==> config.mk <==
export PLATFORM = sky130hd
export DESIGN_NAME = bitio_xfer
export DESIGN_NICKNAME = d
export VERILOG_FILES = /design/src/rtl/bitio_xfer.sv
export SDC_FILE = /design/constraint.sdc
export NUM_CORES = 1
export LEC_CHECK = 0
export BUFFER_PORTS_ARGS = -buffer_cell sky130_fd_sc_hd__buf_2
export CAP_MARGIN = 5
export CORE_ASPECT_RATIO = 1.75
export CORE_MARGIN = 10
export CORE_UTILIZATION = 35
export DETAILED_ROUTE_END_ITERATION = 8
export PLACE_DENSITY = 0.53
export SYNTH_ARGS = -nofsm -noshare
export SYNTH_HDL_FRONTEND = slang
export SYNTH_SLANG_ARGS = --single-unit
export TNS_END_PERCENT = 5
==> constraint.sdc <==
create_clock -name clk -period 3.4 [get_ports clk]
set_clock_uncertainty 0.05 [all_clocks]
set_input_delay 0.68 -clock clk [delete_from_list [all_inputs] [get_ports clk]]
set_output_delay 0.68 -clock clk [all_outputs]
set_load 0.1 [all_outputs]
==> src/rtl/bitio_xfer.sv <==
module bitio_xfer (
  input  logic        clk,
  input  logic        rst_n,
  input  logic        start,
  input  logic [2:0]  cmd,
  input  logic [15:0] base,
  input  logic [7:0]  disp,
  input  logic [3:0]  count,
  input  logic [15:0] wdata,
  input  logic        sin,
  output logic [11:0] bit_addr,
  output logic        sout,
  output logic        wr_stb,
  output logic        busy,
  output logic        done,
  output logic [15:0] rdata,
  output logic        test_bit
);
  localparam logic [2:0] OP_SET = 3'd0, OP_CLR = 3'd1, OP_TST = 3'd2,
                         OP_MWR = 3'd3, OP_MRD = 3'd4;

  logic [2:0]  op;
  logic [4:0]  left;
  logic [3:0]  pos;
  logic [15:0] wd;

  wire        single = cmd < OP_MWR;
  wire [15:0] off    = single ? {{7{disp[7]}}, disp, 1'b0} : 16'd0;
  wire [15:0] eff    = base + off;
  wire [4:0]  nbits  = single ? 5'd1 : (count == 4'd0 ? 5'd16 : {1'b0, count});

  assign wr_stb = busy & (op == OP_SET | op == OP_CLR | op == OP_MWR);
  assign sout   = busy & ((op == OP_SET) | (op == OP_MWR & wd[pos]));

  always_ff @(posedge clk) begin
    if (!rst_n) begin
      busy     <= 1'b0;
      done     <= 1'b0;
      op       <= OP_SET;
      left     <= 5'd0;
      pos      <= 4'd0;
      wd       <= 16'd0;
      bit_addr <= 12'd0;
      rdata    <= 16'd0;
      test_bit <= 1'b0;
    end else begin
      done <= 1'b0;
      if (!busy) begin
        if (start && cmd <= OP_MRD) begin
          busy     <= 1'b1;
          op       <= cmd;
          bit_addr <= eff[12:1];
          left     <= nbits;
          pos      <= (nbits < 5'd9) ? 4'd8 : 4'd0;
          wd       <= wdata;
          if (cmd == OP_MRD) rdata <= 16'd0;
        end
      end else begin
        if (op == OP_MRD) rdata[pos] <= sin;
        if (op == OP_TST) test_bit   <= sin;
        bit_addr <= bit_addr + 12'd1;
        pos      <= pos + 4'd1;
        left     <= left - 5'd1;
        if (left == 5'd1) begin
          busy <= 1'b0;
          done <= 1'b1;
        end
      end
    end
  end

  AST_DONE_PULSE: assert property (@(posedge clk) disable iff (!rst_n) done |=> !done);
  AST_LAST_BIT: assert property (@(posedge clk) disable iff (!rst_n) (busy && left == 5'd1) |=> (done && !busy));
  AST_ADDR_STEP: assert property (@(posedge clk) disable iff (!rst_n) (busy && left > 5'd1) |=> bit_addr == $past(bit_addr) + 12'd1);
  AST_START_IGNORED: assert property (@(posedge clk) disable iff (!rst_n) (busy && start) |=> $stable(op));
  AST_LEN_RANGE: assert property (@(posedge clk) disable iff (!rst_n) $rose(busy) |-> (left >= 5'd1 && left <= 5'd16));
  AST_NO_STB_READ: assert property (@(posedge clk) disable iff (!rst_n) (busy && (op == OP_TST || op == OP_MRD)) |-> !wr_stb);
endmodule

### Yosys cells after proc, flatten, opt, wreduce, memory -nomap -nowiden

Index checks and enable logic that the tools add are counted.

* div/mod/pow operators: 0
* reductions and logical operators: 10
* mux-type cells: 23
* shift operators: 0
* bitwise gates (word level): 7
* multiply operators: 0
* order comparisons: 5
* eq/ne operators: 7
* $add $sub $neg: 4

Operators with widths (number)
* $mux W16: 4
* $mux W12: 2
* $mux W5: 4
* $bwmux W16: 1
* $add A13 B13 Y13: 1
* $mux W13: 1
* $add A12 B1 Y12 const B: 1
* $mux W4: 3
* $eq A3 B2 Y1 const B: 2
* $eq A3 B3 Y1 const B: 2
* $mux W1: 6
* $reduce_and A2 Y1: 3
* $eq A5 B1 Y1 const B: 1
* $lt A4 B5 Y1 const B: 1
* $lt A5 B4 Y1 const B: 1
* $sub A5 B1 Y5 const B: 1
* $add A4 B1 Y4 const B: 1
* $bmux W1 S4: 1
* $demux W1 S4: 1
* $ge A4 B1 Y1 const B: 1
* $logic_not A4 Y1: 1
* $reduce_bool A2 Y1: 2
* $and A1 B1 Y1: 3
* $eq A3 B1 Y1 const B: 1
* other kinds (8): 11

* memories kept: 0
* bits in registers: 59
* memory bits (writable): 0
* output and inout bits: 33
* bits of input ports: 51
* bits in latches: 0
* memory bits (read-only): 0
* logic and storage cells: 65

### Logic depth before layout (Yosys ltp)

* depth after elaboration: 7
* depth in mapped cells: 12
* depth with buffers taken out: 11

### Worst setup path before layout

OpenSTA, ideal clock, no wires.

* path type: register to output
* start: register busy
* end: output sout
* cell stages (with the launch flop): 5
* arrival: 4286 ps
* setup slack: -1616 ps
* cell sequence: dfxtp_1 -> buf_4 -> nand2b_1 -> a21oi_1 -> nor2b_1

* longest elaborated chain between the ends: 1

RTL lines
* start: declaration: line 14 `output logic busy,`
* start signal: assignment: line 37 `busy <= 1'b0;`
* start signal: assignment: line 50 `busy <= 1'b1;`
* start signal: assignment: line 65 `busy <= 1'b0;`
* $and A1 B1 Y1: line 33 `assign sout = busy & ((op == OP_SET) | (op == OP_MWR & wd[pos]));`
* end: declaration: line 12 `output logic sout,`

Every way passes these cells.

### Worst setup path after layout

* start: register pos[0]
* end: output sout

* longest elaborated chain between the ends: 5

RTL lines
* start: declaration: line 24 `logic [3:0] pos;`
* start signal: assignment: line 54 `pos <= (nbits < 5'd9) ? 4'd8 : 4'd0;`
* start signal: assignment: line 62 `pos <= pos + 4'd1;`
* $bmux W1 S4: line 33
* $mux W1 (implied by the code): line 33
* $and A1 B1 Y1: line 33
* $or A1 B1 Y1: line 33
* $and A1 B1 Y1: line 33

Every way passes these cells. The select of a mux whose other input is x is not followed.

==> impl_metrics.yaml <==
status:
  outcome: "completed"
power_and_ir_drop:
  irDropWorstVdd_mv: 0.299
  pwr_density_cell_mw_per_mm2: 495
  p_leak_nw: 1.75
synthesis:
  synthTopCellsByArea: "dfxtp_1, a21oi_1, nand2_1"
  synth-edff-count: 0
  synth-async-reset-ratio: 0
  netlist_instances: 439
  ys.warnings.count: 0
  avgSynthCellArea_um2: 7.84
  synth.largest_area_cell: "dfxtp_1"
  synthDistinctLibCells: 56
  synth_flop_cell: "dfxtp_1"
  seq_area_frac_synth: 0.343
  synth_area_mm2: 0.00344
  ys_ff_latch: 59
  syn-num-nets: 505
  yosys.area.top_type_share: 0.343
setup_path:
  crit_chain: "mux4_1 > mux4_2 > a21oi_1 > nor2b_4 > buf_2"
  cp-startpoint: "pos[0]$_SDFFE_PN0N_"
  critical-path-top-delay-family: "multiplexers"
  cp.required_ps: 2670
  endpoint: "sout"
  rr_startpoint: "busy$_SDFF_PN0_"
  path_buf_inv: 1
  cp_max_fo: 10
  slowest_delay_ps: 610
  crit_type: "register to primary output"
  worstSetupPathDepth: 5
  r2r-end: "rdata[6]$_SDFFE_PN0P_"
  worstRegToRegCells: 5
  rrSetupSlack_ps: 1140
  crit_arrival_ps: 2490
  crit_path_end_kind: "primary output"
  slowest_stage: "mux4_1"
  crit_path_start_kind: "register"
placed_design:
  routabilityCongestion: 0.828
  dp_slack_ps: 139
  dp_hpwl_um: 7870
  io_buffers: 79
  dp.cells: 619
clocking:
  clockBufferDepth: 2
  root_buffer: "clkbuf_16"
  clkTransAtPathRegs_ps: 50
  htree_levels: 3
  clk_latency_ps: 320
  cts-buffers-inserted: 9
  cts_tree: "yes"
  postCtsSetupBuffers: 0
  clock_sinks: 59
  holdBufCountCts: 0
floorplan:
  core_mm2: 0.00953
  die_w_um: 95.0
  rows: 47
  io_pins: 84
  initial_core_util: 0.361
  die-area_mm2: 0.0144
  die_y_um: 151
detailed_routing:
  drc: 0
  wirelength_um: 10200
  via_per_inst: 5.38
  vias: 3417
  first_pass_iters: 6
  drtIter0Drc: 155
  routedWlPerCell_um: 16.1
  ant_nets: 0
timing:
  drv_slew: 0
  fin_tns_setup_ps: 0
  max_freq_ghz: 0.311
  finalWorstSetupSlack_ps: 180
  finalSetupViolCount: 0
  worst_pin_slew_ps: 1060
  hold_violations: 0
  rsz0062_at_grt: "no"
  slew-limit-headroom: 0.295
  period_share: 0.947
  fin_crit_ps: 3220
grt:
  grt_max_degree: 36
  grt_pass1_vias: 3563
  gr-total-overflow: 0
  antenna_found_initial: 0
  grt_pass1_wl_um: 16800
  grt_usage: 0.148
finish:
  syn2layout_area_growth_pct: 23.0
  final_cell_mix: "buf_2, a21oi_1, nand2_1"
  diodes: 0
  layout_commonest_cell: "buf_2"
  final_cells: 635
  nets: 574
  layout-drive-gt1-share: 0.230
  fillCellCount: 1014
worst_hold_path:
  min_path_type: "register to register"
  whs_path_depth: 2
job:
  drv_cap: 0
-- stage by stage --
stage | area [um2] | util | hold WS (ps) | total power, mW
final | 4230 | 0.444 | 400 | 2.09
after global routing | 4230 | 0.444 | 422 | 2.20
after CTS | 4230 | 0.444 | 402 | 2.13
after detailed placement | 3940 | 0.413 | 395 | 1.23
after global placement | 3940 | 0.413 | 390 | 1.23
after floorplan | 3460 | - | 382 | 1.12
-- state kept, by name, indices dropped and copies added (netlist names) --
| name | flops |
|---|---|
| busy | 1 |
| op | 3 |
| wd | 16 |
| rdata | 16 |
| left | 5 |
| pos | 4 |
| done | 1 |
| test_bit | 1 |
| bit_addr | 12 |
-- worst min path at each step --
stage | startpoint | slack, ps | endpoint
floorplan | wd[1]$_SDFFE_PN0P_ | 380 | wd[1]$_SDFFE_PN0P_
global placement | wd[6]$_SDFFE_PN0P_ | 390 | wd[6]$_SDFFE_PN0P_
detailed placement | wd[1]$_SDFFE_PN0P_ | 390 | wd[1]$_SDFFE_PN0P_
global route | wd[3]$_SDFFE_PN0P_ | 420 | wd[3]$_SDFFE_PN0P_
finish | wd[1]$_SDFFE_PN0P_ | 400 | wd[1]$_SDFFE_PN0P_
CTS | wd[1]$_SDFFE_PN0P_ | 400 | wd[1]$_SDFFE_PN0P_
-- tightest hold or removal path, stage by stage, from the launching register on --
cell	delay, ps
dfxtp_1	300
nand2_1	50
a21oi_1	50
-- repair_timing --
action                                  in CTS  in global routing
endpoints found under the hold margin        0                  0
gates resized for setup                      1                  0
endpoints found under the setup margin       1                  0
-- where the power goes --
group | switching, mW | internal, mW | total, mW
combinational | 0.307 | 0.137 | 0.444
clock | 0.314 | 0.563 | 0.877
sequential | 0.0436 | 0.729 | 0.773
-- Yosys cell counts, types with 2 or more instances --
master / number
a21oi_1: 77
nand2_1: 60
dfxtp_1: 59
o21ai_0: 31
nor2_1: 23
clkbuf_1: 18
nor3_1: 16
ha_1: 14
nand4_1: 12
inv_1: 11
nand2b_1: 11
and2_1: 9
and3_1: 8
a31oi_1: 6
xnor2_1: 6
a211oi_1: 5
buf_2: 5
nand3_1: 5
nor2b_1: 5
a2111oi_0: 4
mux2i_1: 4
mux4_1: 3
nand3b_1: 3
o21a_1: 3
or2_2: 3
a21o_1: 2
a41oi_1: 2
and4_1: 2
clkbuf_2: 2
mux4_2: 2
nor4_1: 2
xor2_1: 2
-- layer usage --
layer,vias up,wire [um],track usage
li1,1729,-,-
met1,1595,3980,0.151
met2,82,5540,0.274
met3,11,532,0.0391
met4,0,153,0.0594
met5,-,0,0
-- layout make-up --
| cell class | count | area (um2) | area share |
|---|---|---|---|
| clock inverter | 7 | 68.8 | 0.0163 |
| inverter | 12 | 45.0 | 0.0106 |
| clock buffer | 9 | 225 | 0.0532 |
| multi-input combinational | 340 | 2110 | 0.499 |
| sequential | 59 | 1180 | 0.279 |
| tap | 122 | 153 | 0.0361 |
| timing repair buffer | 86 | 448 | 0.106 |
-- kinds of logic after synthesis --
| kind of cell | Yosys count | share of synthesized area |
|---|---|---|
| simple gates | 163 | 0.237 |
| compound gates | 144 | 0.242 |
| flops | 59 | 0.343 |
| buf+inv | 40 | 0.0495 |
| fa+ha+maj | 15 | 0.0567 |
| mux | 10 | 0.0509 |
| xor+xnor | 8 | 0.0204 |
Note: power is estimated with default switching activity, not from simulation.
